<file path="config.mk">
export PLATFORM = sky130hd
export DESIGN_NAME = addr_widen_remap
export DESIGN_NICKNAME = d
export VERILOG_FILES = /design/src/rtl/remap_pkg.sv /design/src/rtl/rs_stage.sv /design/src/rtl/inb_xlate.sv /design/src/rtl/addr_widen_remap.sv
export SDC_FILE = /design/constraint.sdc
export NUM_CORES = 1
export LEC_CHECK = 0
export ABC_AREA = 0
export ABC_CLOCK_PERIOD_IN_PS = 3700
export CAP_MARGIN = 20
export CORE_UTILIZATION = 30
export DETAILED_ROUTE_END_ITERATION = 10
export GPL_ROUTABILITY_DRIVEN = 0
export PLACE_DENSITY_LB_ADDON = 0.08
export SLEW_MARGIN = 10
export SYNTH_ARGS = -nofsm -noshare
export SYNTH_HDL_FRONTEND = slang
export SYNTH_SLANG_ARGS = --single-unit
export TNS_END_PERCENT = 50
</file>
<file path="constraint.sdc">
create_clock -name clk -period 3.7 [get_ports clk]
set_input_delay 0.555 -clock clk [delete_from_list [all_inputs] [get_ports clk]]
set_output_delay 0.555 -clock clk [all_outputs]
set_load 0.01 [all_outputs]
</file>
<file path="src/rtl/remap_pkg.sv">
package remap_pkg;
   localparam int unsigned NARROW_W_DEF = 32;
   localparam int unsigned WIDE_W_DEF   = 64;

   typedef enum logic {
      MODE_COH    = 1'b0,
      MODE_NONCOH = 1'b1
   } win_mode_e;
endpackage

</file>
<file path="src/rtl/rs_stage.sv">
module rs_stage #(
   parameter int unsigned W = 64
) (
   input  logic         clk,
   input  logic         rst_n,
   input  logic         valid_i,
   output logic         ready_o,
   input  logic [W-1:0] data_i,
   output logic         valid_o,
   input  logic         ready_i,
   output logic [W-1:0] data_o
);
   if (W < 1) begin : g_bad_w
      $error("rs_stage: W must be at least 1");
   end

   logic         vld_q;
   logic [W-1:0] dat_q;
   logic         take;

   assign ready_o = !vld_q || ready_i;
   assign take    = valid_i && ready_o;

   always_ff @(posedge clk) begin
      if (!rst_n) begin
         vld_q <= 1'b0;
         dat_q <= '0;
      end else begin
         if (take)         vld_q <= 1'b1;
         else if (ready_i) vld_q <= 1'b0;
         if (take)         dat_q <= data_i;
      end
   end

   assign valid_o = vld_q;
   assign data_o  = dat_q;

   // a stalled beat neither vanishes nor changes
   p_stall_hold_r6: assert property (@(posedge clk) disable iff (!rst_n)
      valid_o && !ready_i |=> valid_o && $stable(data_o));

   // an accepted beat is presented after the next edge
   p_fill_r6: assert property (@(posedge clk) disable iff (!rst_n)
      valid_i && ready_o |=> valid_o && (data_o == $past(data_i)));
endmodule

</file>
<file path="src/rtl/inb_xlate.sv">
module inb_xlate
   import remap_pkg::*;
#(
   parameter int unsigned        NARROW_W    = NARROW_W_DEF,
   parameter int unsigned        WIDE_W      = WIDE_W_DEF,
   parameter logic [NARROW_W-1:0] NC_WIN_BASE = NARROW_W'(1) << (NARROW_W-1)
) (
   input  logic                clk,
   input  logic                rst_n,
   input  logic                cfg_noncoh_i,
   input  logic [WIDE_W-1:0]   cfg_base_i,
   input  logic                load_en,
   input  logic                accept,
   input  logic [NARROW_W-1:0] addr_i,
   output logic [WIDE_W-1:0]   addr_o,
   output logic                err_o
);
   win_mode_e            mode_q;
   logic [WIDE_W-1:0]    base_q;
   logic [NARROW_W-1:0]  win_lo;
   logic [NARROW_W-1:0]  offs;
   logic                 in_win;
   logic                 err_q;

   always_ff @(posedge clk) begin
      if (!rst_n) begin
         mode_q <= MODE_COH;
         base_q <= '0;
      end else if (load_en) begin
         mode_q <= win_mode_e'(cfg_noncoh_i);
         base_q <= cfg_base_i;
      end
   end

   always_comb begin
      win_lo = (mode_q == MODE_NONCOH) ? NC_WIN_BASE : '0;
      in_win = (addr_i >= win_lo);
      offs   = addr_i - win_lo;
      addr_o = in_win ? (base_q + WIDE_W'(offs)) : WIDE_W'(addr_i);
   end

   always_ff @(posedge clk) begin
      if (!rst_n)                err_q <= 1'b0;
      else if (accept && !in_win) err_q <= 1'b1;
   end
   assign err_o = err_q;

   // the error flag never clears without reset
   p_err_sticky_r4: assert property (@(posedge clk) disable iff (!rst_n)
      err_o |=> err_o);

   // a non-coherent beat below the window raises the flag
   p_err_set_r4: assert property (@(posedge clk) disable iff (!rst_n)
      accept && (mode_q == MODE_NONCOH) && (addr_i < NC_WIN_BASE) |=> err_o);

   // configuration is frozen while the stage is busy
   p_cfg_frozen_r7: assert property (@(posedge clk) disable iff (!rst_n)
      !load_en |=> $stable(base_q) && $stable(mode_q));
endmodule

</file>
<file path="src/rtl/addr_widen_remap.sv">
module addr_widen_remap
   import remap_pkg::*;
#(
   parameter int unsigned NARROW_W = NARROW_W_DEF,
   parameter int unsigned WIDE_W   = WIDE_W_DEF
) (
   input  logic                  clk,
   input  logic                  rst_n,
   input  logic                  cfg_noncoh,
   input  logic [WIDE_W-1:0]     cfg_cpu_base,
   input  logic                  in_valid,
   output logic                  in_ready,
   input  logic [NARROW_W-1:0]   in_addr,
   output logic                  in_out_valid,
   input  logic                  in_out_ready,
   output logic [WIDE_W-1:0]     in_out_addr,
   output logic                  win_err,
   input  logic                  ob_valid,
   output logic                  ob_ready,
   input  logic [WIDE_W-1:0]     ob_addr,
   output logic                  ob_out_valid,
   input  logic                  ob_out_ready,
   output logic [NARROW_W-1:0]   ob_out_addr,
   output logic [WIDE_W-NARROW_W-1:0] ob_hi
);
   localparam int unsigned HI_W = WIDE_W - NARROW_W;

   if (NARROW_W < 2) begin : g_bad_narrow
      $error("addr_widen_remap: NARROW_W must be at least 2");
   end
   if (WIDE_W <= NARROW_W) begin : g_bad_wide
      $error("addr_widen_remap: WIDE_W must exceed NARROW_W");
   end

   logic              in_acc;
   logic              cfg_load;
   logic [WIDE_W-1:0] wide_xl;
   logic [WIDE_W-1:0] ob_q;

   assign in_acc   = in_valid && in_ready;
   assign cfg_load = !in_out_valid && !in_acc;

   inb_xlate #(
      .NARROW_W(NARROW_W),
      .WIDE_W  (WIDE_W)
   ) u_xl (
      .clk         (clk),
      .rst_n       (rst_n),
      .cfg_noncoh_i(cfg_noncoh),
      .cfg_base_i  (cfg_cpu_base),
      .load_en     (cfg_load),
      .accept      (in_acc),
      .addr_i      (in_addr),
      .addr_o      (wide_xl),
      .err_o       (win_err)
   );

   rs_stage #(.W(WIDE_W)) u_in_stage (
      .clk    (clk),
      .rst_n  (rst_n),
      .valid_i(in_valid),
      .ready_o(in_ready),
      .data_i (wide_xl),
      .valid_o(in_out_valid),
      .ready_i(in_out_ready),
      .data_o (in_out_addr)
   );

   rs_stage #(.W(WIDE_W)) u_ob_stage (
      .clk    (clk),
      .rst_n  (rst_n),
      .valid_i(ob_valid),
      .ready_o(ob_ready),
      .data_i (ob_addr),
      .valid_o(ob_out_valid),
      .ready_i(ob_out_ready),
      .data_o (ob_q)
   );

   assign ob_out_addr = ob_q[NARROW_W-1:0];
   assign ob_hi       = ob_q[WIDE_W-1:NARROW_W];

   // the held upper half only moves when a new outbound beat is taken
   p_hi_hold_r5: assert property (@(posedge clk) disable iff (!rst_n)
      !(ob_valid && ob_ready) |=> $stable(ob_hi));

   // inbound ready follows the stage occupancy and the sink
   p_in_ready_r6: assert property (@(posedge clk) disable iff (!rst_n)
      in_out_valid && !in_out_ready |-> !in_ready);

   initial begin
      assert (HI_W >= 1) else $error("addr_widen_remap: empty upper half");
   end
endmodule

</file>
==> impl_results.md <==
* Highest metal used: met5
* Fmax at 301 MHz
* FF+latch count, synth at 196
* Metal3 WL at 2.34 mm
* Initial antenna violation count at 2
* Clk_skew at 0.0148 ns
* Hold Crit Class: register to register
* Fin crit period at 3.32 ns
* Mean number of vias per cell at 4.90
* Period utilization at 0.898
* Hpwl dp at 23.1 mm
* Sequential share of the synthesized area at 0.421
* EDFF count, synth at 0
* Crit path kind: input port to register
* Max-slew violations at 0
* DR DRC count at 0
* Crit-path slowest cell: a2111oi_2
* Overflow after GRT at 0
* Ys flop type: dfxtp_1
* GRT Overall Usage at 0.198
* Via count at 9,330
* Maxcap violations at 0
* # port buffers at 299
* WP data arrival at 3.64 ns
* Num rows at 64
* Startpoint Class: input port
* Post-cts repair resize count at 0
* Most common cell after layout, fill and taps aside: nand2_1
* Htree depth at 4
* Post-CTS Repair Setup Buffers at 0
* Slew @ Worst Pin at 0.711 ns
* Root Buffer: clkbuf_16
* P&R area growth vs syn at 45.3%
* Worst path max stage delay at 0.47 ns
* Chip width at 178 microns
* Worst path bufs/invs at 2
* Post-Syn Instances at 1,210
* Post-Route WL at 31.6 mm
* Antenna Nets Post-Route at 0
* Final setup fails at 0
* Most frequent cells in the layout: 355 x nand2_1, 299 x clkdlybuf4s50_1, 196 x dfxtp_1, 186 x a21oi_1, 41 x o21ai_0
* TritonCTS Sinks at 196
* Critical Path RT at 4.02 ns
* Hold Fails Final Rpt at 0
* Die Height at 178 microns
* DR pass1 iterations at 5
* Avg Inst Size Synth at 7.70 sq um
* Crit-path cells: clkdlybuf4s50_1 -> ha_1 -> fa_1 -> a21oi_1 -> o211ai_1 -> a2111oi_2 -> o31ai_2 -> o211ai_1 -> a211oi_2 -> buf_12 -> nand4_1 -> xor2_1 -> o21ai_0
* Static Leak at 0.00522 uW
* Placed insts at 1,873
* Largest net degree at the start of global routing at 120
* IO Pins at 300
* Met2 wire length at 14.1 mm
* Worst setup EP type: register
* Fin nets at 1,697
* CTS tree: done
* YS warnings at 0
* Worst skew pair latency at 0.44 ns
* Maximum VDD drop at 0.000244 V
* DR WL/cell at 16.6 microns
* Clock Pin Slew Worst Setup and Hold Paths at 0.08 ns
* PD cells at 391 mW/mm^2
* RSZ-0062 raised after global routing: no
* Met1 wire length at 14.8 mm
* First-pass GRT wire length at 49.1 mm
* CTS Buffer Depth at 2
* Non-Filler Instances at 1,906
* CP max FO at 13
* Status: completed
* Core area at 0.0306 sq mm
* Netlist cell types at 57
* CTS Hold Bufs at 0
* Initial Utilization at 0.305
* Total CTS buffers at 17
* Crit path max-delay family: compound AO/OA/AOI/OAI gates
* Vias in the first global route at 8,871
* Critical Path Most Common Cell: o211ai_1
* Slew margin rel. at 0.525
* Post-route setup TNS at 0 ns
* DRT iter0 DRCs at 595
* Mapped Area at 0.00932 sq mm
* Post-synth ARST share at 0
* Syn Nets at 1,411
* Die area at 0.0318 sq mm
* Share of layout cells above drive strength 1 at 0.0623
[routing by layer]
layer,up-vias,track usage
met1,4312,0.271
met2,261,0.306
met5,-,0
met4,2,0.0484
li1,4732,-
met3,23,0.0539
[final timing paths]
kind / cells after the start / slack (ns) / start / to
min reg2reg: 2 / 0.45 / u_in_stage.data_o[47]$_SDFFE_PN0P_ / u_in_stage.data_o[47]$_SDFFE_PN0P_
min: 2 / 0.45 / u_in_stage.data_o[47]$_SDFFE_PN0P_ / u_in_stage.data_o[47]$_SDFFE_PN0P_
max: 13 / 0.38 / in_addr[0] / u_in_stage.data_o[44]$_SDFFE_PN0P_
max reg2reg: 12 / 0.62 / u_xl.base_q[0]$_SDFFE_PN0P_ / u_in_stage.data_o[44]$_SDFFE_PN0P_
[kinds of logic (layout without fill, tap and decap cells)]
family,after synthesis,after routing,synth area share
simple gates,499,499,0.228
compound gates,334,334,0.213
flops,196,196,0.421
buf+inv,89,388,0.0378
xor+xnor,57,57,0.0535
fa+ha+maj,34,34,0.0464
mux,1,1,0.00107
other cells,0,1,0
[where the power goes]
group	switching, uW	leakage, uW	internal, uW
Combinational	539	0.00333	559
Sequential	86.2	0.00161	2240
Clock	964	0.000284	911
Total	1590	0.00522	3710
[stage by stage]
step	hold WS [ns]	worst slack, ns	util	power [uW]	cell area, sq um
6_report	0.449	0.376	0.443	5300	13500
5_1_grt	0.467	0.0642	0.443	5560	13500
2_1_floorplan	0.440	0.528	-	2900	9320
3_3_place_gp	0.436	-0.0167	0.423	3470	12900
4_1_cts	0.453	0.366	0.443	5370	13500
3_5_place_dp	0.441	-0.111	0.423	3470	12900
[sequential cells by signal, summed over array words and instances, names as in the netlist]
| register | cells |
|---|---|
| u_xl.err_o | 1 |
| u_in_stage.valid_o | 1 |
| u_ob_stage.data_o | 64 |
| u_in_stage.data_o | 64 |
| u_xl.base_q | 64 |
| u_ob_stage.valid_o | 1 |
| u_xl.mode_q | 1 |
[tightest hold or removal path, stage by stage, from the launching register on]
cell and delay [ns]:
dfxtp_1 0.32, nand2_1 0.05, o21ai_1 0.05
[final cells by class]
class / instances / area [sq um]
antenna: 1 / 2.50
multi-input combinational: 925 / 5060
timing repair buffer: 344 / 3420
inverter: 12 / 47.5
clock buffer: 18 / 429
tap: 396 / 495
clock inverter: 14 / 161
fill: 3125 / 17000
sequential: 196 / 3920
[Yosys cell counts (all sizes together) (2+ instances only)]
library cell | number | area, sq um
o31ai | 2 | 20.0
and3 | 8 | 50.1
a31oi | 9 | 71.3
nand4 | 11 | 68.8
inv | 12 | 45.0
nand2b | 2 | 12.5
o211ai | 9 | 67.6
and4 | 4 | 35.0
clkbuf | 61 | 229
a211oi | 5 | 42.5
nor4 | 15 | 93.8
a32oi | 2 | 17.5
o21ai | 55 | 275
xnor2 | 31 | 272
o21bai | 5 | 37.5
nand2 | 356 | 1340
nand3 | 28 | 140
a2111oi | 3 | 51.3
xor2 | 26 | 228
buf | 16 | 78.8
ha | 33 | 413
a21oi | 186 | 931
dfxtp | 196 | 3920
a221o | 2 | 20.0
a21o | 28 | 210
a311oi | 14 | 123
or3 | 4 | 25.0
o21a | 5 | 37.5
o2111ai | 3 | 26.3
or2 | 3 | 18.8
nor3 | 9 | 45.0
nor2b | 3 | 18.8
nor3b | 2 | 15.0
and2 | 9 | 56.3
nor4b | 4 | 41.3
nor2 | 39 | 146
Note: power is estimated with default switching activity, not from simulation.
